`src/rtl/noc_arb_pkg.sv`:
```
package noc_arb_pkg;
  localparam int NPORT = 5;
  localparam int SRC_W = 3;

  typedef enum logic [SRC_W-1:0] {
    P_NORTH = 3'd0,
    P_SOUTH = 3'd1,
    P_EAST  = 3'd2,
    P_WEST  = 3'd3,
    P_LOCAL = 3'd4
  } port_e;

  typedef struct packed {
    logic  wrap;
    port_e src;
  } pgm_ent_t;
endpackage

```
`src/rtl/noc_pgm_mem.sv`:
```
module noc_pgm_mem
  import noc_arb_pkg::*;
#(
  parameter int DEPTH = 16,
  localparam int AW = $clog2(DEPTH)
) (
  input  logic          clk,
  input  logic          we,
  input  logic [AW-1:0] waddr,
  input  pgm_ent_t      wdata,
  input  logic [AW-1:0] raddr,
  output pgm_ent_t      rdata
);
  pgm_ent_t mem [DEPTH];

  always_ff @(posedge clk) begin
    if (we) mem[waddr] <= wdata;
  end

  assign rdata = mem[raddr];
endmodule

```
`src/rtl/noc_rr_pick.sv`:
```
module noc_rr_pick #(
  parameter int N  = 5,
  parameter int IW = 3
) (
  input  logic [N-1:0]  req,
  input  logic [IW-1:0] ptr,
  output logic [IW-1:0] idx,
  output logic          any
);
  int j;
  always_comb begin
    idx = '0;
    any = 1'b0;
    j   = 0;
    // scan from farthest to nearest so the nearest requester wins last
    for (int k = N - 1; k >= 0; k--) begin
      j = (int'(ptr) + k) % N;
      if (req[j]) begin
        idx = IW'(j);
        any = 1'b1;
      end
    end
  end
endmodule

```
`src/rtl/noc_out_reg.sv`:
```
module noc_out_reg #(
  parameter int W = 32
) (
  input  logic         clk,
  input  logic         rst,
  input  logic         load,
  input  logic [W-1:0] d,
  input  logic         d_last,
  output logic         can_load,
  output logic         out_vld,
  output logic [W-1:0] out_flit,
  output logic         out_last,
  input  logic         out_rdy
);
  assign can_load = !out_vld || out_rdy;

  always_ff @(posedge clk) begin
    if (rst) begin
      out_vld <= 1'b0;
    end else if (can_load) begin
      out_vld <= load;
    end
    if (load) begin
      out_flit <= d;
      out_last <= d_last;
    end
  end
endmodule

```
`src/rtl/noc_out_arbiter.sv`:
```
module noc_out_arbiter
  import noc_arb_pkg::*;
#(
  parameter int FLIT_W    = 32,
  parameter int PGM_DEPTH = 16,
  localparam int AW = $clog2(PGM_DEPTH)
) (
  input  logic                    clk,
  input  logic                    rst,
  input  logic                    arb_en,
  input  logic                    sched_mode,
  input  logic                    pgm_we,
  input  logic [AW-1:0]           pgm_addr,
  input  logic [SRC_W-1:0]        pgm_port,
  input  logic                    pgm_wrap,
  input  logic [NPORT-1:0]        in_vld,
  input  logic [NPORT*FLIT_W-1:0] in_flit,
  input  logic [NPORT-1:0]        in_last,
  output logic [NPORT-1:0]        in_rdy,
  output logic                    out_vld,
  output logic [FLIT_W-1:0]       out_flit,
  output logic                    out_last,
  input  logic                    out_rdy
);
  localparam int NSEL = 1 << SRC_W;

  // inputs padded to every code a 3-bit field can hold
  logic [FLIT_W-1:0] din  [NSEL];
  logic [NSEL-1:0]   vpad, lpad;

  for (genvar g = 0; g < NSEL; g++) begin : g_pad
    if (g < NPORT) begin : g_real
      assign din[g]  = in_flit[g*FLIT_W +: FLIT_W];
      assign vpad[g] = in_vld[g];
      assign lpad[g] = in_last[g];
    end else begin : g_none
      assign din[g]  = '0;
      assign vpad[g] = 1'b0;
      assign lpad[g] = 1'b0;
    end
  end

  logic             locked;
  logic [SRC_W-1:0] cur_src, rr_ptr, rr_idx, cand_src, sel;
  logic             rr_any, cand_ok, sel_ok, move, can_load;
  logic [AW-1:0]    pc;
  pgm_ent_t         ent;

  noc_pgm_mem #(.DEPTH(PGM_DEPTH)) u_pgm (
    .clk   (clk),
    .we    (pgm_we && !arb_en),
    .waddr (pgm_addr),
    .wdata ({pgm_wrap, port_e'(pgm_port)}),
    .raddr (pc),
    .rdata (ent)
  );

  noc_rr_pick #(.N(NPORT), .IW(SRC_W)) u_rr (
    .req (in_vld),
    .ptr (rr_ptr),
    .idx (rr_idx),
    .any (rr_any)
  );

  always_comb begin
    if (sched_mode) begin
      cand_src = ent.src;
      cand_ok  = vpad[ent.src];
    end else begin
      cand_src = rr_idx;
      cand_ok  = rr_any;
    end
    sel    = locked ? cur_src : cand_src;
    sel_ok = locked ? vpad[cur_src] : cand_ok;
    move   = arb_en && sel_ok && can_load;
    in_rdy = '0;
    for (int p = 0; p < NPORT; p++) begin
      if (move && (sel == SRC_W'(p))) in_rdy[p] = 1'b1;
    end
  end

  always_ff @(posedge clk) begin
    if (rst) begin
      locked  <= 1'b0;
      cur_src <= '0;
      pc      <= '0;
      rr_ptr  <= '0;
    end else begin
      if (!arb_en) pc <= '0;
      if (move) begin
        if (lpad[sel]) begin
          locked <= 1'b0;
          if (sched_mode) pc <= ent.wrap ? '0 : pc + AW'(1);
          else rr_ptr <= (sel == SRC_W'(NPORT - 1)) ? '0 : sel + SRC_W'(1);
        end else begin
          locked  <= 1'b1;
          cur_src <= sel;
        end
      end
    end
  end

  noc_out_reg #(.W(FLIT_W)) u_out (
    .clk      (clk),
    .rst      (rst),
    .load     (move),
    .d        (din[sel]),
    .d_last   (lpad[sel]),
    .can_load (can_load),
    .out_vld  (out_vld),
    .out_flit (out_flit),
    .out_last (out_last),
    .out_rdy  (out_rdy)
  );
endmodule

```
`config.mk`:
```
export PLATFORM = sky130hd
export DESIGN_NAME = noc_out_arbiter
export DESIGN_NICKNAME = d
export VERILOG_FILES = /design/src/rtl/noc_arb_pkg.sv /design/src/rtl/noc_pgm_mem.sv /design/src/rtl/noc_rr_pick.sv /design/src/rtl/noc_out_reg.sv /design/src/rtl/noc_out_arbiter.sv
export SDC_FILE = /design/constraint.sdc
export NUM_CORES = 1
export LEC_CHECK = 0
export BUFFER_PORTS_ARGS = -buffer_cell sky130_fd_sc_hd__buf_4
export CAP_MARGIN = 20
export CORE_MARGIN = 2
export CORE_UTILIZATION = 41
export CTS_CLUSTER_DIAMETER = 200
export DETAILED_ROUTE_END_ITERATION = 8
export GPL_ROUTABILITY_DRIVEN = 0
export PLACE_DENSITY = 0.74
export SLEW_MARGIN = 20
export SYNTH_ARGS = -nofsm -noshare
export SYNTH_HDL_FRONTEND = slang
export SYNTH_SLANG_ARGS = --single-unit
export TNS_END_PERCENT = 20
```
`constraint.sdc`:
```
create_clock -name clk -period 4.75 [get_ports clk]
set_input_delay 0.475 -clock clk [delete_from_list [all_inputs] [get_ports clk]]
set_output_delay 0.475 -clock clk [all_outputs]
set_load 0.05 [all_outputs]
```
==> flow_summary_export.csv, run 1 <==
group,metric,value,unit
global_route,grt_pass1_wl,35300,µm
timing,grt_setup_unrepaired,"yes",
yosys,ys_warn_count,0,
placed_design,dp_hpwl,17100,µm
yosys,synth_fp_nets,893,
floorplan,core,18100,µm²
global_route,antenna_found_initial,0,
power_and_ir_drop,power_density,354,nW/µm²
global_route,gr-total-overflow,0,
timing,clock_skew,0.00663,ns
run_status,outcome,"complete, but fails checks",
cts,htree_levels,3,
cells_and_area,final_common_cell,"buf_4",
timing,period_minus_slack,4.70,ns
power_and_ir_drop,power.net_switching,1390,µW
yosys,synth_cell_types,82,
worst_setup_path,timing.critical_path.to,"in_rdy[2]",
timing,finalCritPeriodShare,98.9,%
yosys,synth_edf_count,97,
floorplan,io_pins,223,
worst_setup_path,required,4.28,ns
yosys,synthFlopType,"edfxtp_1",
detailed_routing,antenna_left,0,
cells_and_area,fillCellCount,1472,
detailed_routing,num_vias,6638,
timing,worst_pin_slew,0.799,ns
timing,final-setup-viol-count,0,
placed_design,port_buffers,222,
global_route,grt_max_degree,65,
power_and_ir_drop,power_frac_comb,47.9,%
global_route,grt_use_met2,37.5,%
worst_setup_path,rr_worst_depth,21,
cells_and_area,nNetsFinal,1140,
detailed_routing,first_pass_iters,8,
worst_setup_path,crit_start,"rr_ptr[1]",
worst_setup_path,r2r_start,"rr_ptr[0]",
yosys,async_flop_share,0,%
timing,hold_viol,0,
global_route,met1_usage,31.7,%
cells_and_area,syn_to_final_growth,38.9,%
placed_design,place_inst,1123,
worst_setup_path,endpoint_kind,"primary output",
yosys,seq_area_frac_synth,41.6,%
cells_and_area,seq_area,3160,µm²
power_and_ir_drop,irDropWorstVdd,0.000241,V
cells_and_area,layout-drive-gt1-share,46.6,%
timing,fin_ws,0.0500,ns
cts,clkLatencyLatePin,0.35,ns
cells_and_area,mostFrequentLayoutCells,"buf_4, edfxtp_1, nand2_1",
floorplan,fp.dieH,140,µm
worst_setup_path,r2r-end,"u_out.out_flit[6]",
detailed_routing,dr.first_iter.drc_count,525,
yosys,ys_seq_elements,109,
cts,cts_made_buffers,9,
timing,fmax,0.213,GHz
power_and_ir_drop,swShare,37.2,%
global_route,first_global_vias,6406,
min_path,hold_class,"primary input to register",
cts,cts_hold_buf,0,
floorplan,die_x,140,µm
yosys,syn_area_per_cell,11.1,µm²
cells_and_area,diodes,0,
cts,cts_sinks,109,
run_status,failed_checks,"DRC",
floorplan,initial_core_util,41.9,%
worst_setup_path,worst_ep_arrival_time,4.22,ns
power_and_ir_drop,leakagePower,0.00418,µW
floorplan,dieArea,19600,µm²
global_route,gr-usage-met3,4.65,%
yosys,synth_area,7590,µm²
cts,cts_tree,"done",
detailed_routing,drc,8,
worst_setup_path,rrSetupSlack,0.16,ns
cts,cts-root-buf,"clkbuf_16",
cells_and_area,multi_input_area,4460,µm²
worst_setup_path,worstSetupPathType,"register to primary output",
power_and_ir_drop,p_int,2340,µW
placed_design,dp_slack,-0.0181,ns
detailed_routing,viasPerCell,5.69,
power_and_ir_drop,pwr-share-clk,19.8,%
global_route,top_usage_layer,"met2",
global_route,grt_usage,23.0,%
worst_setup_path,start_kind,"register",
floorplan,placementRows,49,
timing,max_slew_margin,45.9,%
detailed_routing,routedWlPerCell,20.3,µm
detailed_routing,totalWireLength,23600,µm
cts,clkTransAtPathRegs,0.08,ns
cts,cts_buffer_depth,2,
cells_and_area,stdcell_count,1166,
worst_setup_path,cp_max_fo,6,
power_and_ir_drop,p_seq_share,32.4,%
flow_run,drv_cap,0,
timing,slew_violations,0,
yosys,postSynthCellCount,685,
[flip-flops by register name, summed over array words and instances (netlist names)]
signal and flops:
u_pgm.mem 64, u_out.out_flit 32, pc 4, cur_src 3, rr_ptr 3, locked 1, u_out.out_last 1, u_out.out_vld 1
[logic make-up after synthesis]
kind of cell | after synthesis | share of synthesized area (%)
adder cells (fa/ha/maj) | 24 | 3.96
buffers and inverters | 70 | 4.22
flip-flops | 109 | 41.6
multiplexers | 110 | 18.6
AO/OA/AOI/OAI | 181 | 17.9
AND/OR/NAND/NOR | 185 | 13.0
XOR/XNOR | 6 | 0.693
[stage by stage]
step	TNS (ns)	hold WS [ns]	power (µW)	area (µm²)	util, %
floorplan	-0.00592	0.455	2310	7660	-
global placement	0	0.472	2770	9660	53.4
detailed placement	-0.0217	0.484	2780	9660	53.4
CTS	-0.00299	0.373	3630	10200	56.4
global route	-0.517	0.392	3900	10500	58.3
finish	0	0.399	3730	10500	58.3
[power by group through the flow]
| stage | Combinational [µW] | Sequential, µW | Clock, µW |
|---|---|---|---|
| finish | 1780 | 1210 | 737 |
| global route | 1900 | 1210 | 785 |
| CTS | 1680 | 1200 | 752 |
| detailed placement | 1550 | 1220 | 0 |
| global placement | 1540 | 1230 | 0 |
| floorplan | 897 | 1420 | 0 |
[worst min-delay path by stage]
stage / to / slack [ns] / depth (start not counted) / start
after floorplan: cur_src[2] / 0.45 / 2 / cur_src[2]
after global placement: cur_src[2] / 0.47 / 2 / cur_src[2]
after detailed placement: cur_src[2] / 0.48 / 2 / cur_src[2]
after CTS: rr_ptr[0] / 0.37 / 2 / rst
after global routing: rr_ptr[0] / 0.39 / 2 / rst
final: cur_src[1] / 0.40 / 2 / rst
[cell type report]
type                            count  area share (%)
Multi-Input combinational cell    506            42.3
Sequential cell                   109            30.0
Timing Repair Buffer              282            21.3
Tap cell                          229            2.72
Clock buffer                       10            2.17
Inverter                           24           0.926
Clock inverter                      6           0.499
[timing repair]
item,in CTS,in global routing
pin swaps,11,23
gates cloned,2,1
endpoints found under the setup margin,10,40
resized for setup,24,50
buffers inserted,12,12
[synthesized netlist by cell type, types with 4 or more instances]
master     n  area (µm²)
a21o_1     5        37.5
clkbuf_1  24        90.1
mux2i_1   52         521
dfxtp_1   12         240
edfxtp_1  97        2910
or3_1      4        25.0
nand2b_1  14        87.6
o211ai_1   9        67.6
a211oi_2   4        50.1
mux4_2    21         473
nand2_1   57         214
buf_2     10        50.1
o21ai_1    6        30.0
a21oi_1   22         110
a22o_1    32         280
buf_4      8        60.1
a211oi_1   9        67.6
nor3_1     8        40.0
and2_1     6        37.5
nor2_1    36         135
ha_1      24         300
inv_1     18        67.6
nand3b_1   6        45.0
inv_2      5        18.8
nand3_1   11        55.1
mux2_2    37         417
o21ai_0   42         210
and3_1     5        31.3
o22ai_1    4        25.0
xnor2_1    5        43.8
nor2b_1    9        56.3
[critical path: stages, from the launching register on]
cell and delay [ns]:
dfxtp_4 0.38, inv_4 0.10, ha_4 0.15, inv_1 0.04, ha_1 0.28, nand2b_4 0.17
ha_4 0.22, nor2b_2 0.17, a21oi_2 0.11, o311ai_1 0.39, o311a_4 0.31, o22ai_2 0.09
or3_4 0.41, a211oi_4 0.27, nor2_4 0.09, buf_4 0.16, ha_1 0.18, and3_2 0.17
buf_4 0.18
[layer usage]
metal  vias up  wire length (µm)  share of wire (%)
met4         0               490                2.1
met5         -                 0                  0
met1      3203             10200                 43
met3        34              1450                6.1
li1       3136                 -                  -
met2       265             11500                 49
Note: power is estimated with default switching activity, not from simulation.
==> inputs of run 2 (changes only) <==
- REMOVE_ABC_BUFFERS: not set -> 1
==> run 2 against run 1 <==
Effect of this change: non-clock buffer count is 13 lower; cell count is 1.0% lower; first-iteration DRC count is 13% lower; flip-flop and latch count stayed put; fmax is 0.55% lower; the run now ends clean; die area stayed put; register-to-register slack better by 0.10 ns; critical path type unchanged; combinational power is 5% lower; clock power is 12% higher; utilization is 0.76 points lower.
==> flow_summary_export.csv, run 2 (synthesis results as in run 1) <==
group,metric,value,unit
run_status,outcome,"finished, final reports clean",
timing,fin_hold_ws,0.412,ns
global_route,first_global_vias,6346,
detailed_routing,routedWlPerCell,19.3,µm
detailed_routing,first_pass_iters,7,
placed_design,dpl_cell_area,9600,µm²
placed_design,port_buffers,222,
detailed_routing,viasPerCell,5.66,
cells_and_area,largest_reg_flops,64,
floorplan,placementRows,49,
detailed_routing,drc,0,
timing,max_slew_margin,53.5,%
cells_and_area,final_common_cell,"buf_4",
power_and_ir_drop,power_density,357,nW/µm²
worst_setup_path,cp_num_buf_inv,4,
cells_and_area,regMostFlops,"u_pgm.mem",
power_and_ir_drop,irDropWorstVdd,0.000190,V
floorplan,fp.dieH,140,µm
cells_and_area,fin_area,10400,µm²
global_route,grt_usage,21.7,%
cts,cts_tree,"done",
timing,period_minus_slack,4.73,ns
global_route,antenna_found_initial,1,
placed_design,dp_slack,-0.0809,ns
worst_setup_path,required,4.28,ns
worst_setup_path,critPathTopFamily,"simple AND/OR/NAND/NOR gates",
worst_setup_path,endpoint_kind,"primary output",
placed_design,dp_hpwl,16500,µm
floorplan,die_x,140,µm
worst_setup_path,worstSetupPathType,"register to primary output",
cts,clkTransAtPathRegs,0.07,ns
timing,finalCritPeriodShare,99.5,%
detailed_routing,totalWireLength,22200,µm
timing,fmax,0.212,GHz
global_route,grt_pass1_wl,33800,µm
cells_and_area,mostFrequentLayoutCells,"buf_4, edfxtp_1, nand2_1",
timing,final-setup-viol-count,0,
cells_and_area,fillCellCount,1513,
cells_and_area,syn_to_final_growth,37.1,%
floorplan,dieArea,19600,µm²
placed_design,place_inst,1121,
global_route,gr-total-overflow,0,
worst_setup_path,critPathSlowestCell,"or4_4",
cts,cts_buffer_depth,2,
cts,htree_levels,3,
cts,clkLatencyLatePin,0.35,ns
cells_and_area,top_regs,"u_pgm.mem x64, u_out.out_flit x32, pc x4",
global_route,grt_max_degree,65,
power_and_ir_drop,leakagePower,0.00413,µW
floorplan,io_pins,223,
detailed_routing,dr.first_iter.drc_count,455,
timing,clock_skew,0.00865,ns
cts,cts-root-buf,"clkbuf_16",
detailed_routing,num_vias,6529,
cells_and_area,seq_area,3160,µm²
timing,worst_pin_slew,0.692,ns
timing,slew_violations,0,
cells_and_area,stdcell_count,1154,
worst_setup_path,worst_ep_arrival_time,4.25,ns
worst_setup_path,cp_max_fo,5,
cells_and_area,nNetsFinal,1127,
floorplan,core,18100,µm²
timing,fin_ws,0.0241,ns
worst_setup_path,cpPeakStageDelay,0.56,ns
detailed_routing,antenna_left,0,
timing,grt_setup_unrepaired,"yes",
timing,hold_viol,0,
cts,cts_sinks,109,
cells_and_area,layout-drive-gt1-share,45.7,%
flow_run,drv_cap,0,
worst_setup_path,crit_path_frequent_cell,"ha_1",
floorplan,initial_core_util,41.9,%
cells_and_area,multi_input_area,4400,µm²
worst_setup_path,path_cells,"ha_4 -> xor2_4 -> inv_4 -> ha_1 -> inv_1 -> ha_1 -> and4b_1 -> a211oi_2 -> or4_4 -> a31oi_4 -> or3b_4 -> o22ai_4 -> o31a_4 -> nor2_4 -> inv_2 -> ha_2 -> ha_1 -> and2_4 -> buf_8",
cts,cts_made_buffers,9,
worst_setup_path,start_kind,"register",
min_path,hold_class,"primary input to register",
cts,cts_hold_buf,0,
## run 2: cell types whose count changed in the layout (fill, tap and decap cells not counted), sizes merged
cell	delta
clkbuf	-1
bufbuf	+1
diode	+1
bufinv	+2
inv	-3
buf	-13
clkinvlp	+1
## run 2: power breakdown
| group | internal, µW | switching [µW] |
|---|---|---|
| sequential | 1160 | 31.8 |
| clock | 475 | 354 |
| combinational | 760 | 932 |
| total | 2390 | 1320 |
## run 2: area by class of cell
type,count,area share (%)
multi-input cells,506,42.3
flip-flops and latches,109,30.4
repair buffers,269,20.3
well taps,229,2.76
clock buffers,10,2.20
clock inverters,6,1.02
inverters,24,0.950
diodes,1,0.0241
## run 2: timing repair
item / CTS / global route
endpoints found under the hold margin: 0 / 0
setup endpoints to repair: 34 / 12
setup buffers: 5 / 12
gates cloned: 1 / 0
pin swaps: 11 / 15
resized for setup: 32 / 42
## run 2: stage by stage
step / utilization (%) / power (µW) / TNS, ns
3_3_place_gp: 53.1 / 2740 / 0
4_1_cts: 56.1 / 3660 / 0
3_5_place_dp: 53.1 / 2760 / -0.261
5_1_grt: 57.5 / 3880 / -0.437
6_report: 57.5 / 3710 / 0
2_1_floorplan: - / 2270 / -154.16
## run 2: worst reg2reg max path: cells and delay by family, from the launching register on
family          cells  cell delay [ns]
compound gates      7             1.00
xor+xnor            1             0.18
fa+ha+maj           3             0.59
buf+inv             6             0.77
flops               1             0.40
mux                 1             0.37
simple gates        3             0.92
## run 2: final timing paths
kind / to / cells after the start / slack [ns] / startpoint
worst max-delay path: in_rdy[3] / 19 / 0.02 / rr_ptr[1]
worst min-delay path: rr_ptr[2] / 2 / 0.41 / rst
worst max register to register: u_out.out_flit[28] / 21 / 0.26 / rr_ptr[1]
worst min register to register: cur_src[2] / 2 / 0.49 / cur_src[2]
## run 2: metal layers
metal	GRT usage [%]	part of all wire (%)
met2	37.3	51
met3	4.21	5.8
met4	7.50	2.7
met5	0	0
met1	27.5	41
==> inputs of run 3 (changes only) <==
--- a/config.mk
+++ b/config.mk
@@ -6,5 +6,4 @@
 export NUM_CORES = 1
 export LEC_CHECK = 0
-export BUFFER_PORTS_ARGS = -buffer_cell sky130_fd_sc_hd__buf_4
 export CAP_MARGIN = 20
 export CORE_MARGIN = 2
@@ -12,10 +11,12 @@
 export CTS_CLUSTER_DIAMETER = 200
 export DETAILED_ROUTE_END_ITERATION = 8
+export DONT_BUFFER_PORTS = 1
 export GPL_ROUTABILITY_DRIVEN = 0
-export PLACE_DENSITY = 0.74
+export PLACE_DENSITY = 0.63
 export REMOVE_ABC_BUFFERS = 1
 export SLEW_MARGIN = 20
 export SYNTH_ARGS = -nofsm -noshare
 export SYNTH_HDL_FRONTEND = slang
+export SYNTH_HIERARCHICAL = 1
 export SYNTH_SLANG_ARGS = --single-unit
 export TNS_END_PERCENT = 20
==> constraint.sdc (replaced) <==
create_clock -name clk -period 4.75 [get_ports clk]
set_input_delay 0.95 -clock clk [delete_from_list [all_inputs] [get_ports clk]]
set_output_delay 0.95 -clock clk [all_outputs]
set_load 0.05 [all_outputs]
==> run 3 against run 2 <==
Effect of this change: the run now ends with setup timing left; setup slack got worse by 0.62 ns; combinational power down 20%; synthesized cell count shrank 12%; via count shrank 8.4%; register-to-register slack worse by 0.57 ns; global-route usage grew 1.4 points; critical endpoint is now in_rdy[2].
==> flow_summary_export.csv, run 3 <==
group,metric,value,unit
run_status,outcome,"complete, but fails checks",
run_status,failed_checks,"setup timing",
worst_setup_path,path_cells,"clkinv_4 -> buf_8 -> ha_4 -> o211a_1 -> a211oi_2 -> ha_2 -> inv_4 -> o221ai_4 -> a211oi_2 -> o32a_1 -> a211o_1 -> nor2b_4 -> o211ai_1 -> a31oi_2 -> mux2i_1 -> o21a_1 -> clkinv_2 -> buf_6 -> ha_1 -> and3_4 -> buf_12",
global_route,first_global_vias,6140,
cells_and_area,fillCellCount,1449,
worst_setup_path,endpoint_kind,"primary output",
power_and_ir_drop,power_density,376,nW/µm²
detailed_routing,antenna_left,0,
timing,fin_ws,-0.600,ns
placed_design,place_inst,895,
cells_and_area,post-route-util,53.5,%
yosys,syn_area_per_cell,12.2,µm²
cts,clkTransAtPathRegs,0.09,ns
worst_setup_path,worstSetupPathType,"register to primary output",
worst_setup_path,cp_num_buf_inv,6,
floorplan,placementRows,49,
yosys,ys_top_cells_by_count,"edfxtp_1, nor2_1, a22o_1, mux4_2, nand2_1",
cts,cts_hold_buf,0,
timing,clock_skew,0.0117,ns
cts,cts-root-buf,"clkbuf_16",
global_route,grt_max_degree,33,
yosys,synth_area,7390,µm²
worst_setup_path,crit_path_frequent_cell,"a211oi_2",
yosys,async_flop_share,0,%
cts,cts_tree,"done",
worst_setup_path,cp_max_fo,4,
floorplan,io_pins,223,
floorplan,die_x,138,µm
floorplan,dieArea,19100,µm²
detailed_routing,totalWireLength,23100,µm
cts,cts_buffer_depth,2,
detailed_routing,first_pass_iters,7,
cts,cts_sinks,109,
flow_run,drv_cap,0,
timing,hold_viol,0,
cts,cts_made_buffers,9,
yosys,synth_edf_count,97,
worst_setup_path,required,3.80,ns
worst_setup_path,critPathSlowestCell,"dfxtp_4",
timing,worst_pin_slew,0.684,ns
yosys,postSynthCellCount,606,
yosys,synthFlopType,"edfxtp_1",
cts,clkLatencyLatePin,0.37,ns
cells_and_area,final_common_cell,"buf_4",
timing,max_slew_margin,54.0,%
cells_and_area,stdcell_count,949,
global_route,top_usage_layer,"met2",
timing,final-setup-viol-count,49,
global_route,antenna_found_initial,7,
worst_setup_path,critPathTopFamily,"compound AO/OA/AOI/OAI gates",
global_route,grt_pass1_wl,34600,µm
global_route,met1_usage,29.7,%
global_route,gr-usage-met3,8.52,%
worst_setup_path,start_kind,"register",
yosys,synth.area.top_cells,"edfxtp_1, mux4_2, mux4_1",
detailed_routing,viasPerCell,6.30,
placed_design,port_buffers,0,
yosys,ys_seq_elements,109,
floorplan,core,17800,µm²
timing,grt_setup_unrepaired,"yes",
global_route,gr-total-overflow,0,
yosys,synth_top_area_share,39.4,%
detailed_routing,dr.first_iter.drc_count,446,
yosys,synth_cell_types,81,
detailed_routing,routedWlPerCell,24.3,µm
cts,htree_levels,3,
detailed_routing,num_vias,5980,
power_and_ir_drop,irDropWorstVdd,0.000329,V
yosys,ys_warn_count,6,
power_and_ir_drop,leakagePower,0.00347,µW
timing,finalCritPeriodShare,113,%
floorplan,initial_core_util,41.4,%
yosys,seq_area_frac_synth,42.7,%
timing,period_minus_slack,5.35,ns
cells_and_area,mostFrequentLayoutCells,"buf_4, edfxtp_1, mux4_2",
cells_and_area,regMostFlops,"u_pgm/mem",
min_path,hold_class,"register to register",
worst_setup_path,cpPeakStageDelay,0.38,ns
floorplan,fp.dieH,138,µm
timing,slew_violations,0,
detailed_routing,drc,0,
cells_and_area,largest_reg_flops,64,
global_route,grt_usage,23.1,%
worst_setup_path,worst_ep_arrival_time,4.40,ns
timing,fmax,0.187,GHz
cells_and_area,nNetsFinal,923,
yosys,yosysMostFrequentCell,"edfxtp_1",
cells_and_area,syn_to_final_growth,29.1,%
yosys,synth_top_area_cell,"edfxtp_1",
global_route,grt_use_met2,37.0,%
cells_and_area,layout-drive-gt1-share,39.8,%
placed_design,dp_hpwl,16600,µm
cells_and_area,top_regs,"u_pgm/mem x64, u_out/out_flit x32, pc x4",
## run 3: changes by cell type after synthesis, moves of 14 or more
cell / before / now
mux2_2: 37 / 1
mux4_1: 0 / 14
mux2i_1: 52 / 16
nand2_1: 57 / 33
o21ai_0: 42 / 14
mux4_2: 21 / 35
## run 3: final cells by class
cell class,count,area (µm²),share of cell area [%]
Multi-Input combinational cell,433,4430,46.4
Sequential cell,109,3160,33.1
Timing Repair Buffer,133,1220,12.7
Tap cell,229,287,3.00
Clock buffer,9,225,2.36
Inverter,27,118,1.23
Clock inverter,7,98.8,1.04
Antenna cell,2,5.00,0.0524
## run 3: cells by family (layout without fill, tap and decap cells)
family                   Yosys count  count (layout)  synth area share [%]
AND/OR/NAND/NOR                  166             166                  11.7
AO/OA/AOI/OAI                    163             163                  17.2
flip-flops                       109             109                  42.7
multiplexers                      70              70                  18.9
buffers and inverters             64             176                  4.11
adder cells (fa/ha/maj)           26              26                  4.40
XOR/XNOR                           8               8                  1.05
other                              0               2                     0
## run 3: stage by stage
step                total power (µW)  cell area (µm²)  hold slack (ns)  setup TNS (ns)  setup WS (ns)
global route                    3740             9540            0.555          -15.72         -0.749
CTS                             3520             9230            0.509           -6.19         -0.551
global placement                2450             8260            0.498          -16.13         -0.426
floorplan                       2150             7200            0.465         -213.90          -4.05
detailed placement              2490             8260            0.496          -26.07         -0.647
finish                          3590             9540            0.528           -7.61         -0.600
## run 3: final timing paths
kind	depth (start not counted)	slack, ns	startpoint	endpoint
worst max-delay path	21	-0.60	rr_ptr[1]	in_rdy[2]
worst min-delay path	2	0.53	locked	locked
worst max register to register	24	-0.31	rr_ptr[1]	cur_src[2]
worst min register to register	2	0.53	locked	locked
## run 3: timing repair
| item | CTS | global route |
|---|---|---|
| endpoints found under the hold margin | 0 | 0 |
| pin swaps | 35 | 34 |
| resized for setup | 93 | 49 |
| setup buffers | 26 | 16 |
| endpoints found under the setup margin | 49 | 49 |
| cloned | 2 | 0 |
## run 3: worst min-delay path, stage by stage, from the launching register on
cell	delay (ns)
dfxtp_1	0.35
nand2_1	0.09
a21oi_2	0.05
## run 3: layer usage
layer	vias up	wire [µm]	share of wire [%]
met5	-	107	0.46
met2	297	11100	48
met4	10	544	2.4
met1	2958	9150	40
met3	66	2210	9.6
li1	2649	-	-
## run 3: power by group
group / internal [µW] / switching [µW] / leakage, µW
combinational: 729 / 630 / 0.00232
sequential: 1170 / 263 / 0.000991
clock: 393 / 408 / 0.000158
